File: src/rtl/gate_blank_ctrl.sv
module gate_blank_ctrl #(
  parameter int NCH      = 6,
  parameter int SW       = 2,
  parameter int BLK_BASE = 4,
  parameter int FILT_CYC = 6
) (
  input  logic              clk,
  input  logic              por_n,
  input  logic              rst_pin,
  input  logic              en_n,
  input  logic [NCH-1:0]    par_in,
  input  logic [NCH-1:0]    spi_gate,
  input  logic [NCH-1:0]    short_lat,
  input  logic [NCH-1:0]    drn_cmp,
  input  logic [NCH*SW-1:0] blank_sel_on,
  input  logic [NCH*SW-1:0] blank_sel_off,
  output logic [NCH-1:0]    gate,
  output logic [NCH-1:0]    sample
);
  localparam int BMAX = BLK_BASE << ((1 << SW) - 1);
  localparam int TMAX = (BMAX > FILT_CYC) ? BMAX : FILT_CYC;
  localparam int CW   = $clog2(TMAX + 1);

  logic           act, act_q, restart;
  logic [NCH-1:0] cmd, cmd_q, drn_q, fire;

  assign act     = rst_pin & ~en_n;
  assign restart = act & ~act_q;
  assign cmd     = par_in | spi_gate;
  assign gate    = {NCH{por_n & act}} & ~short_lat & cmd;

  always_ff @(posedge clk or negedge por_n)
    if (!por_n) begin
      act_q  <= 1'b0;
      cmd_q  <= '0;
      drn_q  <= '0;
      sample <= '0;
    end else begin
      act_q  <= act;
      cmd_q  <= cmd;
      drn_q  <= drn_cmp;
      sample <= fire;
    end

  for (genvar i = 0; i < NCH; i++) begin : g_ch
    logic [SW-1:0] s_on, s_off;
    logic [CW-1:0] len, blk_q, blk_d, flt_q, flt_d;
    logic          st_b, st_f, busy;

    assign s_on  = blank_sel_on[i*SW +: SW];
    assign s_off = blank_sel_off[i*SW +: SW];
    assign len   = cmd[i] ? (CW'(BLK_BASE) << s_on) : (CW'(BLK_BASE) << s_off);
    assign st_b  = act & (restart | (cmd[i] ^ cmd_q[i]));
    assign st_f  = act & ~restart & drn_cmp[i] & ~drn_q[i] & (flt_q == '0);
    assign busy  = (blk_q != '0) | (flt_q != '0);

    always_comb begin
      if (!act)               blk_d = '0;
      else if (st_b)          blk_d = len;
      else if (blk_q != '0)   blk_d = blk_q - CW'(1);
      else                    blk_d = '0;
      if (!act)               flt_d = '0;
      else if (st_f)          flt_d = CW'(FILT_CYC);
      else if (flt_q != '0)   flt_d = flt_q - CW'(1);
      else                    flt_d = '0;
    end

    assign fire[i] = act & busy & (blk_d == '0) & (flt_d == '0);

    always_ff @(posedge clk or negedge por_n)
      if (!por_n) begin
        blk_q <= '0;
        flt_q <= '0;
      end else begin
        blk_q <= blk_d;
        flt_q <= flt_d;
      end
  end
endmodule

File: config.mk
export PLATFORM = sky130hd
export DESIGN_NAME = gate_blank_ctrl
export DESIGN_NICKNAME = d
export VERILOG_FILES = /design/src/rtl/gate_blank_ctrl.sv
export SDC_FILE = /design/constraint.sdc
export NUM_CORES = 1
export LEC_CHECK = 0
export BUFFER_PORTS_ARGS = -buffer_cell sky130_fd_sc_hd__buf_2
export CAP_MARGIN = 20
export CORE_MARGIN = 10
export CORE_UTILIZATION = 44
export CTS_CLUSTER_DIAMETER = 100
export DETAILED_ROUTE_END_ITERATION = 7
export PLACE_DENSITY = 0.73
export SYNTH_ARGS = -nofsm -noshare
export SYNTH_HDL_FRONTEND = slang
export SYNTH_SLANG_ARGS = --single-unit
File: constraint.sdc
create_clock -name clk -period 5.57 [get_ports clk]
set_input_delay 1.3925 -clock clk [delete_from_list [all_inputs] [get_ports clk]]
set_output_delay 1.3925 -clock clk [all_outputs]
set_load 0.02 [all_outputs]
==> results.py, run 1 <==
metrics = {
    "critical_path": {
        "start_kind": "input pin",
        "path_delay_family": "simple AND/OR/NAND/NOR gates",
        "worstPathMaxFanout": 28,
        "crit_required_ns": 4.18,
        "slowest_delay_ns": 0.38,
        "path_class": "in -> out",
        "worstPathArrival_ns": 2.53,
        "path_cells": "buf_4 > nand2_1 > nor3_1 > buf_2",
        "critPathCaptureType": "output pin",
        "worst_path_max_delay_cell": "nand2_1",
        "path_buf_inv": 2,
    },
    "status": {
        "outcome": "complete, no violations",
    },
    "global_route": {
        "grt_pass1_vias": 4667,
        "grt_pass1_wl_um": 21400,
        "grt_overflow": 0,
        "antenna_found_initial": 0,
        "grt_max_degree": 66,
        "grt_use_total": 0.153,
    },
    "sta": {
        "setup_violations": 0,
        "slew_headroom": 0.317,
        "slew_viol_final": 0,
        "min_period_ns": 3.92,
        "rsz0062_at_grt": "no",
        "worst_pin_slew_ns": 1.02,
        "fin_skew_ns": 0.00811,
        "min_period_over_period": 0.703,
        "finalHoldViolations": 0,
        "max_freq_mhz": 255,
        "setup_tns_ns": 0,
    },
    "power": {
        "p_leak_nw": 2.80,
        "pwr_density_cell_nw_per_um2": 437,
        "peakVddDrop_uv": 205,
    },
    "clocking": {
        "cts_resized": 0,
        "clock-sinks": 91,
        "clock_tree.buffer_depth": 2,
        "cts_hold_buf": 0,
        "clk_latency_ns": 0.34,
        "cts_setup_buffers": 0,
        "h-tree-depth": 3,
        "root_buffer": "clkbuf_16",
        "numCtsBuffers": 9,
        "cts_tree": "built",
        "cts.clk_slew.worst_paths_ns": 0.07,
    },
    "place": {
        "port-buffer-count": 63,
        "dp_hpwl_um": 9070,
        "place.gp.congestion": 0.879,
    },
    "yosys": {
        "synthDistinctLibCells": 69,
        "synth_edf_count": 0,
        "ys_seq_elements": 91,
        "synth_ff_type": "dfrtp_1",
        "synth_nets": 656,
        "ys.warnings.count": 0,
        "syn_inst": 580,
        "netlist_area_um2": 5310,
        "async_reset_ff_frac": 1.00,
        "ys_seq_area_frac": 0.429,
        "post_synth.cell_area_avg_um2": 9.15,
    },
    "floorplan": {
        "design.die.area_um2": 16900,
        "num_rows": 40,
        "die_y_um": 130,
        "initial_core_util": 0.446,
        "core-area_um2": 11900,
        "pin_count": 64,
        "die_x_um": 130,
    },
    "finish": {
        "area_delta_synth_final_pct": 13.9,
        "final_util": 0.508,
        "drive_above_1_share": 0.156,
        "fillers": 1103,
        "antenna_cells": 0,
        "final_nets": 725,
    },
    "job": {
        "maxCapViolations": 0,
    },
    "detailed_routing": {
        "vias": 4469,
        "routed_wl_um": 12400,
        "ant_nets": 0,
        "drt_iter0_markers": 183,
        "drc": 0,
        "viasPerCell": 5.58,
        "dr.pass1.iters": 4,
        "wl_per_cell_um": 15.4,
    },
    "hold_path": {
        "hp-class": "reg -> reg",
    },
}
## power breakdown
group | leakage, nW | internal [mW] | total, mW | switching (mW)
combinational | 1.47 | 0.502 | 1.18 | 0.678
sequential | 1.22 | 0.785 | 0.907 | 0.121
clock | 0.117 | 0.302 | 0.557 | 0.255
total | 2.80 | 1.59 | 2.64 | 1.05
## cell usage after synthesis, types with 12 or more instances
cell,n,share of area
dfrtp_1,91,0.43
nor2_1,71,0.050
nor3_1,46,0.043
inv_1,43,0.030
nand2_1,40,0.028
a21oi_1,29,0.027
ha_1,24,0.057
nand3_1,18,0.017
o21ai_0,18,0.017
xnor2_1,18,0.030
nor3b_1,13,0.018
nand2b_1,12,0.014
## layer usage
metal	vias up	wire length (µm)	track usage
met3	19	621	0.0239
met5	-	0	0
li1	2212	-	-
met4	0	226	0.0628
met2	102	5700	0.250
met1	2136	5810	0.199
## state kept, by name (all words and copies together) (netlist names)
name        cells
g_ch.flt_q     36
cmd_q           6
g_ch.blk_q     36
drn_q           6
act_q           1
sample          6
## area by class of cell
class | instances | area [µm²] | area share
repair buffers | 66 | 340 | 0.0563
flip-flops and latches | 91 | 2280 | 0.377
multi-input cells | 437 | 2810 | 0.465
clock inverters | 6 | 42.5 | 0.00703
well taps | 147 | 184 | 0.0304
inverters | 44 | 165 | 0.0273
clock buffers | 10 | 229 | 0.0379
## worst paths after layout
kind	startpoint	end	slack, ns	cells after the start
setup reg to reg	act_q$_DFF_PN0_	sample[1]$_DFF_PN0_	2.63	6
hold / removal	g_ch[1].flt_q[0]$_DFF_PN0_	g_ch[1].flt_q[0]$_DFF_PN0_	0.47	1
hold reg to reg	g_ch[1].flt_q[0]$_DFF_PN0_	g_ch[1].flt_q[0]$_DFF_PN0_	0.47	1
max in group asynchronous	por_n	g_ch[1].blk_q[3]$_DFF_PN0_	3.47	2
min in group asynchronous	por_n	g_ch[4].blk_q[4]$_DFF_PN0_	0.96	1
setup / recovery	por_n	gate[2]	1.65	4
## kinds of logic (layout without fill, tap and decap cells)
kind of cell,Yosys count,in the layout,share of synthesized area
AO/OA/AOI/OAI,106,106,0.133
XOR/XNOR,30,30,0.0509
adder cells (fa/ha/maj),24,24,0.0566
buffers and inverters,52,126,0.0417
flip-flops,91,91,0.429
multiplexers,13,13,0.0257
AND/OR/NAND/NOR,264,264,0.263
## cells in the final DEF, fill, tap and decap left out, drive strengths merged, types with 5 or more instances in the layout
cell and n:
nor3b 14, and2 7, nand3 18, buf 66, xnor2 19, nand2 40
nor4 8, xor2 11, ha 24, a211oi 5, clkbuf 10, dfrtp 91
nor2 73, nor3 47, a311oi 10, o21ai 18, inv 43, nand3b 5
nand2b 12, mux2 5, mux2i 8, a21oi 31, or4 6, clkinvlp 5
or3 10, a31oi 11
## per-stage QoR
step           cell area, µm²  hold slack [ns]  instances  power (mW)  setup slack, ns
6_report                 6050            0.465        801        2.64             1.65
4_1_cts                  6050            0.467        801        2.66             1.57
3_5_place_dp             5780            0.449        785        2.08             1.58
5_1_grt                  6050            0.475        801        2.86             1.46
2_1_floorplan            5310            0.427        580        1.82             1.49
3_3_place_gp             5780            0.445        785        2.03             1.61
Power figures use the tool's default switching activity.
==> inputs of run 2 (changes only) <==
==> constraint.sdc (replaced) <==
create_clock -name clk -period 4.03 [get_ports clk]
set_input_delay 1.0075 -clock clk [delete_from_list [all_inputs] [get_ports clk]]
set_output_delay 1.0075 -clock clk [all_outputs]
set_load 0.02 [all_outputs]
==> run 2 against run 1 <==
Register-to-register slack worse by 0.98 ns. Clock skew decreased by 0.0039 ns. Clock power rose by 51%. Count of clock-buffer cells in the layout up 1. Cell count rose by 0.37%. First-iteration DRC count increased by 30%. Combinational power is 36% higher. Critical path depth is 2 higher. Die area stayed put. Setup slack got worse by 0.62 ns. Non-clock buffer count grew 3. Cell area increased by 0.77%. Critical path type unchanged. Largest power group unchanged.
==> results.py, run 2 (synthesis results as in run 1) <==
metrics = {
    "critical_path": {
        "path_class": "in -> out",
        "worst_path_max_delay_cell": "nand2_1",
        "path_buf_inv": 3,
        "worstPathArrival_ns": 1.99,
        "reg2reg_from": "act_q$_DFF_PN0_",
        "r2r_end": "sample[1]$_DFF_PN0_",
        "crit_top_cell": "buf_2",
        "rr_worst_depth": 6,
        "start_kind": "input pin",
        "path_delay_family": "simple AND/OR/NAND/NOR gates",
        "worstPathMaxFanout": 6,
        "slowest_delay_ns": 0.24,
        "cp_num_cells": 6,
        "path_cells": "buf_2 > nand2b_1 > clkinv_1 > nand2_1 > nor3_1 > buf_2",
        "ff2ff_setup_slack_ns": 1.65,
        "critPathCaptureType": "output pin",
        "worstSetupEndpoint": "gate[3]",
        "crit_required_ns": 3.02,
        "crit_start": "en_n",
    },
    "sta": {
        "max_freq_mhz": 334,
        "slew_viol_final": 0,
        "min_period_over_period": 0.743,
        "worst_pin_slew_ns": 0.740,
        "rsz0062_at_grt": "no",
        "setup_tns_ns": 0,
        "finalHoldViolations": 0,
        "setup_violations": 0,
        "fin_skew_ns": 0.00421,
        "layout_setup_ws_ns": 1.04,
        "min_period_ns": 2.99,
        "slew_headroom": 0.505,
        "holdWs_ns": 0.465,
    },
    "floorplan": {
        "pin_count": 64,
        "die_x_um": 130,
        "die_y_um": 130,
        "initial_core_util": 0.446,
        "num_rows": 40,
        "design.die.area_um2": 16900,
        "core-area_um2": 11900,
    },
    "clocking": {
        "clock_tree.buffer_depth": 2,
        "clock-sinks": 91,
        "numCtsBuffers": 9,
        "h-tree-depth": 3,
        "cts_setup_buffers": 0,
        "cts_hold_buf": 0,
        "cts_tree": "built",
        "cts.clk_slew.worst_paths_ns": 0.06,
        "root_buffer": "clkbuf_16",
        "clk_latency_ns": 0.34,
        "cts_resized": 0,
    },
    "job": {
        "maxCapViolations": 0,
    },
    "detailed_routing": {
        "routed_wl_um": 12400,
        "vias": 4465,
        "wl_per_cell_um": 15.4,
        "dr.pass1.iters": 4,
        "drc": 0,
        "drt_iter0_markers": 237,
        "viasPerCell": 5.55,
        "ant_nets": 0,
    },
    "place": {
        "place.gp.congestion": 0.855,
        "pre_cts_ws_ns": 0.934,
        "port-buffer-count": 63,
        "placed_area_um2": 5800,
        "dp_hpwl_um": 9310,
        "post-place-cells": 788,
    },
    "finish": {
        "final_util": 0.512,
        "reg.largest.list": "g_ch.blk_q: 36 flops, g_ch.flt_q: 36 flops",
        "drive_above_1_share": 0.160,
        "fillers": 1105,
        "post_layout_nonfiller_instances": 804,
        "antenna_cells": 0,
        "final_nets": 728,
        "regArea_um2": 2280,
        "layout_commonest_cell": "dfrtp_1",
        "area_delta_synth_final_pct": 14.8,
        "multi_input_area_um2": 2810,
        "mostFrequentLayoutCells": "dfrtp_1, nor2_1, buf_2",
        "finalInstanceArea_um2": 6090,
    },
    "power": {
        "p_leak_nw": 2.84,
        "peakVddDrop_uv": 420,
        "pwr_density_cell_nw_per_um2": 607,
        "p_total_mw": 3.70,
    },
    "global_route": {
        "grt_pass1_wl_um": 20900,
        "antenna_found_initial": 0,
        "grt_use_total": 0.151,
        "grt_pass1_vias": 4717,
        "grt_overflow": 0,
        "grt_max_degree": 49,
    },
    "hold_path": {
        "min_from": "g_ch[1].flt_q[0]$_DFF_PN0_",
        "hp-class": "reg -> reg",
    },
    "status": {
        "outcome": "complete, no violations",
    },
}
run 2: cell count changes in the layout (fill, tap and decap cells not counted):
cell and change:
clkinv_2 +2, buf_4 +3, clkbuf_8 +1, clkinvlp_4 -4, bufinv_16 +1
run 2: cell type report:
type,count,share of cell area
clock inverters,5,0.00862
well taps,147,0.0302
multi-input cells,437,0.461
flip-flops and latches,91,0.374
repair buffers,69,0.0595
clock buffers,11,0.0398
inverters,44,0.0271
run 2: worst reg2reg max path, stage by stage, from the launching register on:
cell and delay, ns:
dfrtp_1 0.39, nor3b_2 0.62, a21oi_2 0.14, a311oi_1 0.32, a211oi_1 0.11, or4_1 0.53, nor4_1 0.19
run 2: how the worst min path moves through the flow:
stage / to / cells after the start
after floorplan: g_ch[1].flt_q[0]$_DFF_PN0_ / 1
after global placement: g_ch[1].flt_q[0]$_DFF_PN0_ / 1
after detailed placement: g_ch[1].flt_q[0]$_DFF_PN0_ / 1
after CTS: g_ch[1].flt_q[0]$_DFF_PN0_ / 1
after global routing: g_ch[1].flt_q[0]$_DFF_PN0_ / 1
final: g_ch[1].flt_q[0]$_DFF_PN0_ / 1
run 2: routing by layer:
layer  global-route usage  wire (µm)
met1                0.181       5660
met2                0.253       5930
met3               0.0353        611
met4               0.0681        208
met5                    0          0
run 2: power breakdown:
part / switching (mW) / internal (mW) / leakage, nW
combinational: 0.910 / 0.693 / 1.48
clock: 0.345 / 0.494 / 0.145
sequential: 0.168 / 1.09 / 1.22
==> inputs of run 3 (changes only) <==
==> constraint.sdc (replaced) <==
create_clock -name clk -period 3.05 [get_ports clk]
set_input_delay 0.7625 -clock clk [delete_from_list [all_inputs] [get_ports clk]]
set_output_delay 0.7625 -clock clk [all_outputs]
set_load 0.02 [all_outputs]
==> run 3 against run 2 <==
Worst hold slack got worse by 0.0082 ns. Setup slack got worse by 0.56 ns. Clock skew rose by 0.0015 ns. Power increased by 35%. Critical path depth stayed put. Cell count up 0.25%. Via count up 0.65%.
==> results.py, run 3 (synthesis results as in run 1) <==
metrics = {
    "critical_path": {
        "path_cells": "buf_2 > nand2b_1 > clkinv_1 > nand2_1 > nor3_1 > buf_2",
        "worst_path_max_delay_cell": "nand2_1",
        "critPathCaptureType": "output pin",
        "crit_start": "en_n",
        "crit_required_ns": 2.29,
        "path_buf_inv": 3,
        "path_class": "in -> out",
        "reg2reg_from": "act_q$_DFF_PN0_",
        "start_kind": "input pin",
        "worstPathArrival_ns": 1.81,
        "cp_num_cells": 6,
        "slowest_delay_ns": 0.28,
        "rr_worst_depth": 5,
        "ff2ff_setup_slack_ns": 0.67,
        "crit_top_cell": "buf_2",
        "r2r_end": "sample[5]$_DFF_PN0_",
        "worstSetupEndpoint": "gate[1]",
        "worstPathMaxFanout": 6,
        "path_delay_family": "simple AND/OR/NAND/NOR gates",
    },
    "place": {
        "post-place-cells": 790,
        "place.gp.congestion": 0.870,
        "port-buffer-count": 63,
        "dp_hpwl_um": 9310,
    },
    "clocking": {
        "cts_setup_buffers": 0,
        "cts_hold_buf": 0,
        "cts_tree": "built",
        "numCtsBuffers": 9,
        "h-tree-depth": 3,
        "clock_tree.buffer_depth": 2,
        "cts_resized": 0,
        "clk_latency_ns": 0.34,
        "cts.clk_slew.worst_paths_ns": 0.06,
        "clock-sinks": 91,
        "root_buffer": "clkbuf_16",
    },
    "hold_path": {
        "hp-class": "reg -> reg",
    },
    "power": {
        "p_leak_nw": 2.86,
        "pwr_density_cell_nw_per_um2": 814,
        "peakVddDrop_uv": 552,
    },
    "sta": {
        "holdWs_ns": 0.457,
        "slew_headroom": 0.536,
        "rsz0062_at_grt": "no",
        "worst_pin_slew_ns": 0.696,
        "min_period_ns": 2.57,
        "finalHoldViolations": 0,
        "fin_skew_ns": 0.00568,
        "setup_tns_ns": 0,
        "min_period_over_period": 0.844,
        "setup_violations": 0,
        "slew_viol_final": 0,
        "max_freq_mhz": 388,
    },
    "job": {
        "maxCapViolations": 0,
    },
    "finish": {
        "layout_commonest_cell": "dfrtp_1",
        "area_delta_synth_final_pct": 15.7,
        "reg.largest.list": "g_ch.blk_q: 36 flops, g_ch.flt_q: 36 flops",
        "fillers": 1078,
        "antenna_cells": 0,
        "final_nets": 730,
        "mostFrequentLayoutCells": "dfrtp_1, nor2_1, buf_2",
        "drive_above_1_share": 0.164,
        "post_layout_nonfiller_instances": 806,
        "final_util": 0.516,
    },
    "global_route": {
        "antenna_found_initial": 0,
        "grt_max_degree": 56,
        "grt_overflow": 0,
        "grt_use_total": 0.151,
        "grt_pass1_wl_um": 20900,
        "grt_pass1_vias": 4549,
    },
    "detailed_routing": {
        "wl_per_cell_um": 15.4,
        "drt_iter0_markers": 247,
        "drc": 0,
        "dr.pass1.iters": 4,
        "routed_wl_um": 12400,
        "vias": 4494,
        "ant_nets": 0,
        "viasPerCell": 5.58,
    },
    "status": {
        "outcome": "complete, no violations",
    },
    "floorplan": {
        "pin_count": 64,
        "die_y_um": 130,
        "num_rows": 40,
        "design.die.area_um2": 16900,
        "initial_core_util": 0.446,
        "die_x_um": 130,
        "core-area_um2": 11900,
    },
}
[run 3: changes by cell type in the layout (fill, tap and decap cells not counted)]
| cell | change |
|---|---|
| clkinv_4 | +1 |
| clkbuf_1 | -1 |
| clkinvlp_4 | +1 |
| bufinv_16 | +1 |
| clkinv_2 | -2 |
| buf_4 | +2 |
[run 3: per-stage QoR]
stage | setup WS, ns | total power [mW] | cell area, µm²
CTS | 0.427 | 5.04 | 6140
global placement | 0.479 | 3.70 | 5810
global route | 0.335 | 5.40 | 6140
floorplan | 0.235 | 3.33 | 5310
detailed placement | 0.417 | 3.80 | 5810
finish | 0.475 | 5.00 | 6140
[run 3: how the worst min path moves through the flow]
stage | startpoint | endpoint | slack [ns] | cells after the start
floorplan | g_ch[1].flt_q[0]$_DFF_PN0_ | g_ch[1].flt_q[0]$_DFF_PN0_ | 0.43 | 1
global placement | g_ch[1].flt_q[0]$_DFF_PN0_ | g_ch[1].flt_q[0]$_DFF_PN0_ | 0.45 | 1
detailed placement | g_ch[1].flt_q[0]$_DFF_PN0_ | g_ch[1].flt_q[0]$_DFF_PN0_ | 0.45 | 1
CTS | g_ch[1].flt_q[0]$_DFF_PN0_ | g_ch[1].flt_q[0]$_DFF_PN0_ | 0.46 | 1
global route | g_ch[1].flt_q[0]$_DFF_PN0_ | g_ch[1].flt_q[0]$_DFF_PN0_ | 0.48 | 1
finish | g_ch[1].flt_q[0]$_DFF_PN0_ | g_ch[1].flt_q[0]$_DFF_PN0_ | 0.46 | 1
[run 3: where the power goes]
group / leakage, nW / internal, mW / total (mW) / switching, mW
clock: 0.155 / 0.739 / 1.19 / 0.454
sequential: 1.22 / 1.43 / 1.65 / 0.220
combinational: 1.49 / 0.920 / 2.15 / 1.23
[run 3: layer usage]
metal  vias up  GRT usage  routed length [µm]
met5         -          0                   0
met4         0     0.0450                  78
met3         4     0.0329                 640
met2       109      0.254                6110
met1      2161      0.191                5560
li1       2220          -                   -
[run 3: final cells by class]
cell class / instances / area (µm²) / share of cell area
clock buffer: 10 / 239 / 0.0389
clock inverter: 6 / 88.8 / 0.0145
inverter: 44 / 165 / 0.0269
multi-input combinational: 437 / 2810 / 0.457
sequential: 91 / 2280 / 0.371
tap: 147 / 184 / 0.0300
timing repair buffer: 71 / 378 / 0.0615
